--- src/rtl/pwm_chan_pkg.sv ---
package pwm_chan_pkg;
   typedef enum logic {
      ST_IDLE = 1'b0,
      ST_RUN  = 1'b1
   } chan_st_e;

   localparam int MIN_FIELD_W = 1;
   localparam int MAX_FIELD_W = 32;
endpackage

--- src/rtl/pwm_chan_prediv.sv ---
module pwm_chan_prediv #(
   parameter int FIELD_W = 16
) (
   input  logic               clk,
   input  logic               rst_n,
   input  logic               run,
   input  logic [FIELD_W-1:0] limit,
   output logic               tick
);
   logic [FIELD_W-1:0] cnt_q;

   assign tick = run && (cnt_q == limit);

   always_ff @(posedge clk) begin
      if (!rst_n)
         cnt_q <= '0;
      else if (!run || tick)
         cnt_q <= '0;
      else
         cnt_q <= cnt_q + 1'b1;
   end
endmodule

--- src/rtl/pwm_chan_period.sv ---
module pwm_chan_period #(
   parameter int FIELD_W = 16
) (
   input  logic               clk,
   input  logic               rst_n,
   input  logic               run,
   input  logic               tick,
   input  logic [FIELD_W-1:0] limit,
   output logic [FIELD_W-1:0] cnt_nxt,
   output logic               wrap
);
   logic [FIELD_W-1:0] cnt_q;

   assign wrap = tick && (cnt_q == limit);

   always_comb begin
      if (!run || wrap)
         cnt_nxt = '0;
      else if (tick)
         cnt_nxt = cnt_q + 1'b1;
      else
         cnt_nxt = cnt_q;
   end

   always_ff @(posedge clk) begin
      if (!rst_n)
         cnt_q <= '0;
      else
         cnt_q <= cnt_nxt;
   end
endmodule

--- src/rtl/pwm_chan_ctrl.sv ---
module pwm_chan_ctrl
   import pwm_chan_pkg::*;
#(
   parameter int FIELD_W = 16
) (
   input  logic               clk,
   input  logic               rst_n,
   input  logic               enable,
   input  logic               upd_req,
   input  logic [FIELD_W-1:0] pre_in,
   input  logic [FIELD_W-1:0] div_in,
   input  logic [FIELD_W-1:0] hi_in,
   input  logic               wrap,
   input  logic [FIELD_W-1:0] per_nxt,
   output logic               run,
   output logic [FIELD_W-1:0] pre_q,
   output logic [FIELD_W-1:0] div_q,
   output logic [FIELD_W-1:0] hi_q,
   output logic               pwm_q,
   output logic               ack_q,
   output logic               done_q
);
   chan_st_e           st_q, st_nxt;
   logic               pend_q, pend_nxt;
   logic               start, stop, commit, load;
   logic [FIELD_W-1:0] pre_nxt, div_nxt, hi_nxt;

   always_comb begin
      start  = (st_q == ST_IDLE) && enable;
      stop   = (st_q == ST_RUN) && wrap && !enable;
      commit = (st_q == ST_RUN) && wrap && enable && (pend_q || upd_req);
      load   = start || commit;

      st_nxt = st_q;
      if (start)
         st_nxt = ST_RUN;
      else if (stop)
         st_nxt = ST_IDLE;

      pend_nxt = load ? 1'b0 : (pend_q || upd_req);

      pre_nxt = load ? pre_in : pre_q;
      div_nxt = load ? div_in : div_q;
      hi_nxt  = load ? hi_in  : hi_q;
   end

   assign run = (st_q == ST_RUN);

   always_ff @(posedge clk) begin
      if (!rst_n) begin
         st_q   <= ST_IDLE;
         pend_q <= 1'b0;
         pre_q  <= '0;
         div_q  <= '0;
         hi_q   <= '0;
         pwm_q  <= 1'b0;
         ack_q  <= 1'b0;
         done_q <= 1'b0;
      end else begin
         st_q   <= st_nxt;
         pend_q <= pend_nxt;
         pre_q  <= pre_nxt;
         div_q  <= div_nxt;
         hi_q   <= hi_nxt;
         pwm_q  <= (st_nxt == ST_RUN) && (per_nxt < hi_nxt);
         ack_q  <= commit;
         done_q <= stop;
      end
   end
endmodule

--- src/rtl/pwm_chan_core.sv ---
module pwm_chan_core
   import pwm_chan_pkg::*;
#(
   parameter int FIELD_W = 16
) (
   input  logic               clk,
   input  logic               rst_n,
   input  logic               enable_i,
   input  logic               update_i,
   input  logic [FIELD_W-1:0] prediv_i,
   input  logic [FIELD_W-1:0] period_div_i,
   input  logic [FIELD_W-1:0] high_dur_i,
   output logic               pwm_o,
   output logic               update_ack_o,
   output logic               disable_done_o
);
   generate
      if (FIELD_W < MIN_FIELD_W || FIELD_W > MAX_FIELD_W) begin : g_bad_width
         $error("pwm_chan_core: FIELD_W out of supported range");
      end
   endgenerate

   logic               run_w, tick_w, wrap_w;
   logic [FIELD_W-1:0] pre_w, div_w, hi_w, per_nxt_w;

   pwm_chan_prediv #(.FIELD_W(FIELD_W)) u_prediv (
      .clk   (clk),
      .rst_n (rst_n),
      .run   (run_w),
      .limit (pre_w),
      .tick  (tick_w)
   );

   pwm_chan_period #(.FIELD_W(FIELD_W)) u_period (
      .clk     (clk),
      .rst_n   (rst_n),
      .run     (run_w),
      .tick    (tick_w),
      .limit   (div_w),
      .cnt_nxt (per_nxt_w),
      .wrap    (wrap_w)
   );

   pwm_chan_ctrl #(.FIELD_W(FIELD_W)) u_ctrl (
      .clk     (clk),
      .rst_n   (rst_n),
      .enable  (enable_i),
      .upd_req (update_i),
      .pre_in  (prediv_i),
      .div_in  (period_div_i),
      .hi_in   (high_dur_i),
      .wrap    (wrap_w),
      .per_nxt (per_nxt_w),
      .run     (run_w),
      .pre_q   (pre_w),
      .div_q   (div_w),
      .hi_q    (hi_w),
      .pwm_q   (pwm_o),
      .ack_q   (update_ack_o),
      .done_q  (disable_done_o)
   );
endmodule

--- config.mk ---
export PLATFORM = sky130hd
export DESIGN_NAME = pwm_chan_core
export DESIGN_NICKNAME = d
export VERILOG_FILES = /design/src/rtl/pwm_chan_pkg.sv /design/src/rtl/pwm_chan_prediv.sv /design/src/rtl/pwm_chan_period.sv /design/src/rtl/pwm_chan_ctrl.sv /design/src/rtl/pwm_chan_core.sv
export SDC_FILE = /design/constraint.sdc
export NUM_CORES = 1
export LEC_CHECK = 0
export BUFFER_PORTS_ARGS = -buffer_cell sky130_fd_sc_hd__buf_2
export CAP_MARGIN = 20
export CORE_MARGIN = 8
export CORE_UTILIZATION = 58
export DETAILED_ROUTE_END_ITERATION = 10
export HOLD_SLACK_MARGIN = 0.05
export PLACE_DENSITY = 0.84
export SLEW_MARGIN = 20
export SYNTH_ARGS = -nofsm -noshare
export SYNTH_HDL_FRONTEND = slang
export SYNTH_SLANG_ARGS = --single-unit
--- constraint.sdc ---
create_clock -name clk -period 3.8 [get_ports clk]
set_input_delay 0.19 -clock clk [delete_from_list [all_inputs] [get_ports clk]]
set_output_delay 0.19 -clock clk [all_outputs]
set_load 0.005 [all_outputs]
==> metrics.md, run 1 <==
| Metric | Value |
|---|---|
| Status | finished clean |
| Root buffer cell | clkbuf_8 |
| Largest family of logic cells by synthesized area | simple AND/OR/NAND/NOR gates |
| Initial DRT Pass Iterations | 5 |
| Antenna diode count | 0 |
| P&R area growth vs syn | 11.40% |
| Worst hold path class | input port to flop |
| Mux contribution to synthesized area | 13.89% |
| Vias in the first global route | 3883 |
| Top_reg_cell synth | dfxtp_1 |
| H-tree lvl count | 3 |
| Ys async rst share | 0% |
| Final setup vio count | 0 |
| Remaining antenna violation count | 0 |
| Final Max Slew Viols | 0 |
| PD cells | approximately 360 nW/um^2 |
| Nets | 629 |
| Clock Skew | just under 5 ps |
| CTS tree | built |
| CP endpoint kind | flop |
| FP Rows | 32 |
| First-pass GRT wire length | around 18 mm |
| Worst-Skew Late Latency | 350 ps |
| Final hold violation count | 0 |
| Largest stage delay, worst path | approximately 440 ps |
| Final Critical Period | 3586 ps |
| First DRT Iteration DRCs | 228 |
| Leakage | 2.106 nW |
| Period utilisation layout | 94.36% |
| WS Path Type | flop to flop |
| Synth Area in XOR/XNOR | 11.37% |
| Post-synth EDFFs | 0 |
| Total grt overflow | 0 |
| Detailed-route vias per instance | 5.574 |
| Starting Density | 58.72% |
| Yosys warnings | 0 |
| CTS buffer count | 9 |
| Sequential area share after synthesis | 38.10% |
| Yosys top cell by area | dfxtp_1 |
| Distinct cells, synth | 39 |
| Slew at the pin with the worst max-slew slack | 938.2 ps |
| CP Cell Sequence | xor2_1 > nor4_2 > and4_1 > o211ai_1 > a21boi_4 > buf_12 > mux2i_1 > ha_1 > a211o_1 > o211ai_1 > a21oi_1 > o31ai_1 > o2111ai_1 > nor3_1 |
| Via count | between 3000 and 4000 |
| Largest net degree at the start of global routing | 55 |
| Delay-heaviest family, CP | compound AO/OA/AOI/OAI gates |
| Post-synthesis adder-cell area fraction | under 10% |
| Max Clk Rate | 278.9 MHz |
| Max-slew headroom | a little under two fifths |
| Worst-path fanout max | 28 |
| CTS sink count | 85 |
| CP Launch Point | u_prediv.cnt_q[1] |
| Crit path DAT | 3850 ps |
| Simple-gate share of the synthesized area | 22.89% |
| Mapped Area | around 4500 sq um |
| Top cells by area, synth | dfxtp_1 (38%), mux2i_1 (14%), nand2_1 (8.5%) |
| Reg2Reg Launch Point | u_prediv.cnt_q[1] |
| CP bufs+invs | 1 |
| Cell count after synthesis | 509 |
| Die height | 103.8 microns |
| Overall routing resource usage | 19.38% |
| Chip width | 103.8 microns |
| Hold path startpoint | period_div_i[14] |
| Required time of the critical path | 4070 ps |
| Setup TNS | 0 ps |
| Share of layout cells above drive strength 1 | 14.59% |
| Per-cell routed wire length | 15.59 microns |
| DRC violations left | 0 |
| Total power | 1.798 mW |
| Placer's final routability congestion estimate | 0.8880 |
| CP max-delay cell | dfxtp_1 |
| Total Die Area | 10770 sq um |
| Core box area | around 7600 sq um |
| IO buf count | 54 |
| Seq cells post-synth | 85 |
| Antenna violations before repair | 0 |
| Io pins | between 50 and 60 |
| Max Cap Violations | 0 |
| Yosys top cell area share | a little under two fifths |
| Syn_area_per_cell | 8.776 sq um |
| Maximum vdd drop | about 0.19 mV |
| Clock transition at path regs | 80 ps |
| Hold buffers post-CTS | 0 |
| Syn nets | roughly 580 |
| Startpoint Class | flop |
| Final wirelength | 10.35 mm |
| Compound-Gate Fraction of Synth Area | 4.622% |
| Top cell by count, worst path | o211ai_1 |
| Post-DP HPWL | about 7.6 mm |
| Longest Clk Path Bufs | 2 |
Yosys cell counts, types with 4 or more instances:
cell type / count
a21oi_1: 6
o21ai_0: 7
and2_1: 5
buf_8: 6
and3_1: 5
mux2i_1: 62
nor2_1: 55
xor2_1: 30
nand4_1: 20
inv_1: 7
clkbuf_1: 14
dfxtp_1: 85
and4_1: 4
ha_1: 17
xnor2_1: 28
nor4_1: 7
nand3_1: 15
nand2_1: 101
flip-flops by register name, indices dropped and copies added, names as in the netlist:
signal,cells
u_ctrl.ack_q,1
u_ctrl.div_q,16
u_ctrl.done_q,1
u_ctrl.hi_q,16
u_ctrl.pend_q,1
u_ctrl.pre_q,16
u_ctrl.pwm_q,1
u_ctrl.run,1
u_period.cnt_q,16
u_prediv.cnt_q,16
cells in the final DEF, fill, tap and decap left out:
cell        netlist  final
buf_2             3     54
nor4_2            2      4
o211ai_1          3      3
ha_1             17     17
buf_4             0      9
and4_1            4      4
or4_1             2      2
a21o_1            3      3
inv_1             7      7
clkbuf_8          0     12
nor4_1            7      5
mux2i_1          62     62
nand2b_1          2      2
o21ai_0           7      7
nand4b_1          1      1
nand2_1         101    101
nand3_1          15     15
xor2_1           30     30
a211oi_1          1      1
or3_1             3      3
xnor2_1          28     28
buf_12            0      1
a21boi_1          2      2
o2111ai_1         1      1
dfxtp_1          85     85
and3_1            5      5
a31oi_1           1      1
a21boi_4          0      1
o311a_1           1      1
nor3_1            3      3
a21oi_1           6      6
and2_1            5      5
o32ai_1           1      1
nand4_1          20     20
o21ai_1           1      1
a211o_1           1      1
o31ai_1           1      1
o21a_1            1      1
nor2_1           55     55
clkinvlp_4        0      1
cell type report:
| class | instances | area [sq um] |
|---|---|---|
| Clock buffer | 12 | 165.2 |
| Clock inverter | 1 | 7.507 |
| Fill cell | 635 | 2631 |
| Inverter | 7 | 26.28 |
| Multi-Input combinational cell | 393 | 2590 |
| Sequential cell | 85 | 1702 |
| Tap cell | 102 | 127.6 |
| Timing Repair Buffer | 64 | 357.8 |
metal layers:
metal / vias to the layer above / global-route usage [%] / share of wire (%)
met5: - / 0 / 0
li1: 1836 / - / -
met3: 31 / 3.779 / 4.8
met1: 1722 / 21.66 / 42
met4: 0 / 9.411 / 3.1
met2: 112 / 34.42 / 50
metrics by stage:
| step | utilization (%) | area [sq um] | setup WS [ps] | cells | hold slack (ps) |
|---|---|---|---|---|---|
| 2_1_floorplan | - | 4467 | 658.6 | 509 | 262.4 |
| 3_3_place_gp | 62.78 | 4776 | 409.2 | 649 | 440.0 |
| 3_5_place_dp | 62.78 | 4776 | 188.9 | 649 | 442.8 |
| 4_1_cts | 65.05 | 4949 | 79.22 | 662 | 77.70 |
| 5_1_grt | 65.41 | 4976 | -27.72 | 664 | 87.68 |
| 6_report | 65.41 | 4976 | 214.1 | 664 | 82.14 |
worst min-delay path: stages:
cell and delay [ps]:
buf_2 90, nand2_1 50, mux2i_1 50
cell families after synthesis:
kind of cell    count (synthesis)
compound gates                 31
mux                            62
flops                          85
simple gates                  225
xor+xnor                       58
fa+ha+maj                      17
buf+inv                        31
what timing repair did:
item / 4_1_cts / 5_1_grt
setup buffers: 0 / 2
resized for setup: 0 / 2
endpoints found under the setup margin: 0 / 1
worst paths after layout:
check	endpoint	slack (ps)	cells after the start
min reg2reg	u_ctrl.hi_q[10]	460	2
max reg2reg	u_ctrl.pwm_q	210	14
min	u_ctrl.div_q[14]	80	3
max	u_ctrl.pwm_q	210	14
power by group:
part / internal [mW] / switching, mW / total [mW]
clock: 0.281 / 0.307 / 0.588
sequential: 0.927 / 0.0273 / 0.954
combinational: 0.114 / 0.142 / 0.256
total: 1.32 / 0.476 / 1.80
(Power assumes the default switching activity.)
==> inputs of run 2 (changes only) <==
- CORE_UTILIZATION: 58 -> 60
- CTS_BUF_LIST: not set -> sky130_fd_sc_hd__clkbuf_8
- GPL_ROUTABILITY_DRIVEN: not set -> 0
- MAX_ROUTING_LAYER: not set -> met4
- PLACE_DENSITY: 0.84 -> 0.86
==> run 2 against run 1 <==
Compared with the run above: count of clock-buffer cells in the layout fell by 2; first-iteration DRC count fell by 7.9%; core utilization rose by 4.4 points; largest power group unchanged; power rose by 11%; clock power rose by 35%; largest cell class unchanged; critical endpoint unchanged; via count rose by 2.2%.
==> metrics.md, run 2 (synthesized netlist as in run 1, its figures left out) <==
| Metric | Value |
|---|---|
| Final cell count without fillers | approximately 660 |
| R2R setup slack | 240 ps |
| Total grt overflow | 0 |
| CP Cell Sequence | xor2_1 > nor4_2 > and4_1 > o211ai_1 > a21boi_4 > buf_4 > mux2i_1 > ha_1 > a211o_1 > o211ai_1 > a21oi_1 > o31ai_1 > o2111ai_1 > nor3_1 |
| CP endpoint kind | flop |
| Clock Skew | 10.70 ps |
| Status | finished clean |
| Max Clk Rate | 280.8 MHz |
| Starting Density | 61.91% |
| Clk pwr share | 39.6% |
| Dpl cells | 648 |
| Final hold violation count | 0 |
| Per-cell routed wire length | approximately 16 microns |
| Required time of the critical path | 4100 ps |
| CTS buffer count | 9 |
| Core box area | 7214 sq um |
| Most frequent cells in the layout | nand2_1 (101), dfxtp_1 (85), mux2i_1 (62), nor2_1 (55), buf_2 (54) |
| Final Critical Period | 3561 ps |
| Worst hold path class | input port to flop |
| CTS tree | built |
| DRC violations left | 0 |
| Hold Path Stages | 3 |
| Worst R2R Path Depth | 14 |
| CP bufs+invs | 1 |
| Hold buffers post-CTS | 0 |
| Clock transition at path regs | 90 ps |
| Nets | around 630 |
| Via count | 3783 |
| Worst R2R End | u_ctrl.pwm_q |
| P_sw | 0.5079 mW |
| Total power | 2.002 mW |
| Top cell by count, worst path | o211ai_1 |
| PD cells | 397.8 nW/um^2 |
| Vias in the first global route | between 3000 and 4000 |
| Hold path startpoint | prediv_i[1] |
| Antenna violations before repair | 0 |
| CTS sink count | 85 |
| Total Die Area | approximately 10000 sq um |
| Worst-path fanout max | 10 |
| Reg2Reg Launch Point | u_prediv.cnt_q[0] |
| Largest net degree at the start of global routing | 77 |
| Slew at the pin with the worst max-slew slack | 682.2 ps |
| Max-slew headroom | between 50% and 60% |
| Commonest non-fill, non-tap cell in the layout | nand2_1 |
| Filler cell count | approximately 560 |
| Internal | 1.494 mW |
| Power share of the combinational group | 12.8% |
| Final Core Density | 69.77% |
| Worst-Skew Late Latency | 370 ps |
| Io pins | 55 |
| Post-DP HPWL | 7.407 mm |
| Worst Hold End | u_ctrl.pre_q[1] |
| Share of layout cells above drive strength 1 | 15.04% |
| Antenna diode count | 0 |
| Crit path DAT | 3860 ps |
| H-tree lvl count | 3 |
| Period utilisation layout | 93.70% |
| Die height | approximately 100 microns |
| Delay-heaviest family, CP | compound AO/OA/AOI/OAI gates |
| Leakage | approximately 2.1 nW |
| Max Cap Violations | 0 |
| Sw Ratio | between 20% and 30% |
| Final Max Slew Viols | 0 |
| Startpoint Class | flop |
| Root buffer cell | clkbuf_8 |
| Setup TNS | 0 ps |
| Initial DRT Pass Iterations | 6 |
| Longest Clk Path Bufs | 2 |
| Final setup vio count | 0 |
| First-pass GRT wire length | 17.22 mm |
| Seq pwr share | between 40% and 50% |
| RSZ-0062 raised after global routing | no |
| FP Rows | 31 |
| Chip width | 102.3 microns |
| Maximum vdd drop | 0.2945 mV |
| IO buf count | 54 |
| DP Area | 4775 sq um |
| P&R area growth vs syn | 12.69% |
| Final wirelength | about 10 mm |
| Largest stage delay, worst path | about 470 ps |
| Detailed-route vias per instance | 5.697 |
| Remaining antenna violation count | 0 |
| Cell area after layout | between 5000 and 6000 sq um |
| WS Path Type | flop to flop |
| First DRT Iteration DRCs | between 200 and 250 |
| CP max-delay cell | dfxtp_1 |
| Overall routing resource usage | 21.24% |
[run 2: cell types whose count changed in the layout (fill, tap and decap cells not counted), sizes merged]
cell / previous run / this run
inv: 7 / 8
clkinvlp: 1 / 0
clkbuf: 12 / 10
clkinv: 0 / 2
bufinv: 0 / 3
[run 2: worst reg2reg max path, cell delays in order (launching register included)]
cell	delay [ps]
dfxtp_1	470
xor2_1	120
nor4_2	330
and4_1	320
o211ai_1	160
a21boi_4	320
buf_4	280
mux2i_1	100
ha_1	210
a211o_1	280
o211ai_1	100
a21oi_1	90
o31ai_1	320
o2111ai_1	180
nor3_1	210
[run 2: layer usage]
layer | track usage (%) | vias up | wire [microns]
met2 | 35.18 | 130 | 5044
li1 | - | 1840 | -
met3 | 6.199 | 43 | 581
met5 | - | - | 0
met4 | 9.819 | 0 | 368
met1 | 23.00 | 1770 | 4397
[run 2: power by group through the flow]
| stage | Combinational [mW] | Clock (mW) | Sequential [mW] |
|---|---|---|---|
| final | 0.256 | 0.792 | 0.954 |
| after global routing | 0.282 | 0.829 | 0.958 |
| after CTS | 0.253 | 0.794 | 0.954 |
| after global placement | 0.239 | 0 | 0.974 |
| after floorplan | 0.186 | 0 | 0.967 |
| after detailed placement | 0.247 | 0 | 0.975 |
[run 2: how the worst max path moves through the flow]
stage / cells past startpoint / from / to
after floorplan: 16 / u_prediv.cnt_q[1] / u_ctrl.pwm_q
after global placement: 12 / u_period.cnt_q[6] / u_ctrl.pwm_q
after global routing: 13 / u_prediv.cnt_q[0] / u_ctrl.pwm_q
after CTS: 14 / u_period.cnt_q[2] / u_ctrl.pwm_q
final: 14 / u_prediv.cnt_q[0] / u_ctrl.pwm_q
after detailed placement: 14 / u_period.cnt_q[6] / u_ctrl.pwm_q
[run 2: cell type report]
class / count / area [sq um] / share of cell area (%)
inverter: 7 / 26.28 / 0.5220
clock buffer: 10 / 137.6 / 2.734
timing repair buffer: 64 / 345.3 / 6.861
sequential: 85 / 1702 / 33.81
tap: 99 / 123.9 / 2.461
multi-input combinational: 393 / 2590 / 51.45
clock inverter: 6 / 108.9 / 2.163
[run 2: repair_timing]
action                                  4_1_cts  5_1_grt
buffers inserted                              0        0
resized for setup                             0        2
endpoints found under the setup margin        0        1
[run 2: through the flow]
stage	setup WS [ps]	hold slack, ps
2_1_floorplan	658.6	262.4
3_3_place_gp	396.2	437.7
3_5_place_dp	272.7	445.1
4_1_cts	185.6	52.70
5_1_grt	23.77	51.49
6_report	239.3	50.74
==> inputs of run 3 (changes only) <==
- CORE_UTILIZATION: 60 -> 30
- PLACE_DENSITY: 0.86 -> 0.51
==> run 3 against run 2 <==
Compared with the run above: flip-flop and latch count unchanged; die area is 82% higher; combinational power decreased by 2%; critical endpoint unchanged; largest cell class unchanged; critical path depth is the same; critical path type unchanged; largest power group unchanged; clock power up 8.0%.
==> metrics.md, run 3 (synthesized netlist as in run 1, its figures left out) <==
| Metric | Value |
|---|---|
| Filler cell count | roughly 1500 |
| GRT met2 Usage | 19.11% |
| Worst-Skew Late Latency | 370 ps |
| CP Cell Sequence | xor2_1 > nor4_2 > and4_1 > o211ai_1 > a21boi_4 > buf_12 > mux2i_1 > ha_1 > a211o_1 > o211ai_1 > a21oi_1 > o31ai_1 > o2111ai_1 > nor3_1 |
| Clk pwr share | approximately 41% |
| Antenna diode count | 0 |
| Crit path DAT | 3770 ps |
| Top cell by count, worst path | o211ai_1 |
| Max-slew headroom | 55.66% |
| Most frequent cells in the layout | nand2_1 (101), dfxtp_1 (85), mux2i_1 (62), nor2_1 (55), buf_2 (54) |
| FP Rows | 44 |
| CTS sink count | 85 |
| Startpoint Class | flop |
| Detailed-route vias per instance | 4.755 |
| CP Launch Point | u_prediv.cnt_q[2] |
| Max Cap Violations | 0 |
| CP endpoint kind | flop |
| CTS tree | built |
| Status | finished clean |
| Seq pwr share | around 46% |
| Worst hold path class | input port to flop |
| Final hold violation count | 0 |
| R2R setup slack | 320 ps |
| Commonest non-fill, non-tap cell in the layout | nand2_1 |
| Nets | roughly 630 |
| Root buffer cell | clkbuf_8 |
| Antenna violations before repair | 0 |
| Share of layout cells above drive strength 1 | 14.56% |
| Setup bufs post-CTS | 0 |
| Core box area | 14530 sq um |
| Final Max Slew Viols | 0 |
| Vias in the first global route | 3667 |
| Slew at the pin with the worst max-slew slack | 664.2 ps |
| Clock Skew | 9.415 ps |
| Final cell count without fillers | ~750 |
| Period utilisation layout | approximately nine tenths |
| Setup TNS | 0 ps |
| First-pass GRT wire length | 18.17 mm |
| Die height | roughly 140 microns |
| Starting Density | 30.73% |
| Clock transition at path regs | 90 ps |
| Grt met3 use | 2.432% |
| Per-cell routed wire length | ~14 microns |
| Leakage | about 2.1 nW |
| Met1 Use GR | a little over an eighth |
| Worst-path fanout max | 31 |
| Multi-input gate area | 2599 sq um |
| H-tree lvl count | 3 |
| Final Hold Slack | 68.40 ps |
| Reg2Reg Launch Point | u_prediv.cnt_q[2] |
| IO buf count | 54 |
| Io pins | 55 |
| Busiest grt layer | met2 |
| Power share of the combinational group | 12.2% |
| RSZ-0062 raised after global routing | no |
| Final wirelength | 10.78 mm |
| Longest Clk Path Bufs | 2 |
| Overall routing resource usage | 11.79% |
| Hold path startpoint | period_div_i[4] |
| CP max-delay cell | dfxtp_1 |
| Required time of the critical path | 4090 ps |
| P_sw | 0.5029 mW |
| FF/Latch Area | 1702 sq um |
| Initial DRT Pass Iterations | 4 |
| P&R area growth vs syn | 15.83% |
| Chip width | 138.0 microns |
| Dpl cells | 730 |
| Final Core Density | 35.60% |
| Remaining antenna violation count | 0 |
| WS Path Type | flop to flop |
| Via count | 3552 |
| CTS buffer count | 9 |
| Internal | ~1.6 mW |
| Largest stage delay, worst path | 440 ps |
| Max Clk Rate | around 290 MHz |
| Largest net degree at the start of global routing | 73 |
| DRC violations left | 0 |
| Final setup vio count | 0 |
| Post-DP HPWL | 8.256 mm |
| Final Critical Period | ~3500 ps |
| Sw Ratio | 24.37% |
| Maximum vdd drop | 0.1243 mV |
| PD cells | 399.0 nW/um^2 |
| First DRT Iteration DRCs | 134 |
| Total grt overflow | 0 |
| Total Die Area | 19050 sq um |
## run 3: final cells by class
class,count,share of cell area (%)
clock buffers,10,2.660
inverters,7,0.5079
clock inverters,6,2.588
flip-flops and latches,85,32.89
well taps,184,4.450
repair buffers,62,6.675
multi-input cells,393,50.23
## run 3: repair_timing
| action | CTS | global route |
|---|---|---|
| hold buffers | 1 | 0 |
| gates resized for setup | 0 | 3 |
| endpoints found under the hold margin | 1 | 0 |
| endpoints found under the setup margin | 0 | 1 |
## run 3: power groups by stage
stage | clock, mW | sequential, mW | combinational (mW)
after floorplan | 0 | 0.967 | 0.186
after global placement | 0 | 0.979 | 0.242
after detailed placement | 0 | 0.979 | 0.248
after CTS | 0.881 | 0.958 | 0.250
after global routing | 0.918 | 0.963 | 0.283
final | 0.855 | 0.958 | 0.252
## run 3: per-stage QoR
| step | setup WS [ps] | cell area, sq um | total power, mW |
|---|---|---|---|
| after CTS | 126.8 | 5152 | 2.089 |
| after global placement | 266.4 | 4871 | 1.222 |
| after floorplan | 658.6 | 4467 | 1.153 |
| after global routing | 6.131 | 5174 | 2.164 |
| after detailed placement | 147.4 | 4871 | 1.228 |
| final | 317.7 | 5174 | 2.064 |
## run 3: critical path: cells and delay by family (launching register included)
family                     cells  cell delay (ps)
AOI/OAI and AO/OA              7             1260
xor gates and xnor gates       1              130
adders and majority gates      1              260
buffers and inverters          1              240
DFF                            1              440
muxes                          1              220
and+or+nand+nor                3              830
## run 3: final timing paths
check / endpoint / depth (start not counted)
setup reg to reg: u_ctrl.pwm_q / 14
hold / removal: u_ctrl.div_q[4] / 3
hold reg to reg: u_ctrl.hi_q[14] / 2
setup / recovery: u_ctrl.pwm_q / 14
## run 3: routing by layer
| metal | part of all wire (%) | up-vias | wire length [microns] |
|---|---|---|---|
| met5 | 0 | - | 0 |
| met3 | 3.3 | 27 | 356 |
| met2 | 48 | 74 | 5141 |
| met4 | 3.3 | 0 | 361 |
| li1 | - | 1827 | - |
| met1 | 46 | 1624 | 4922 |
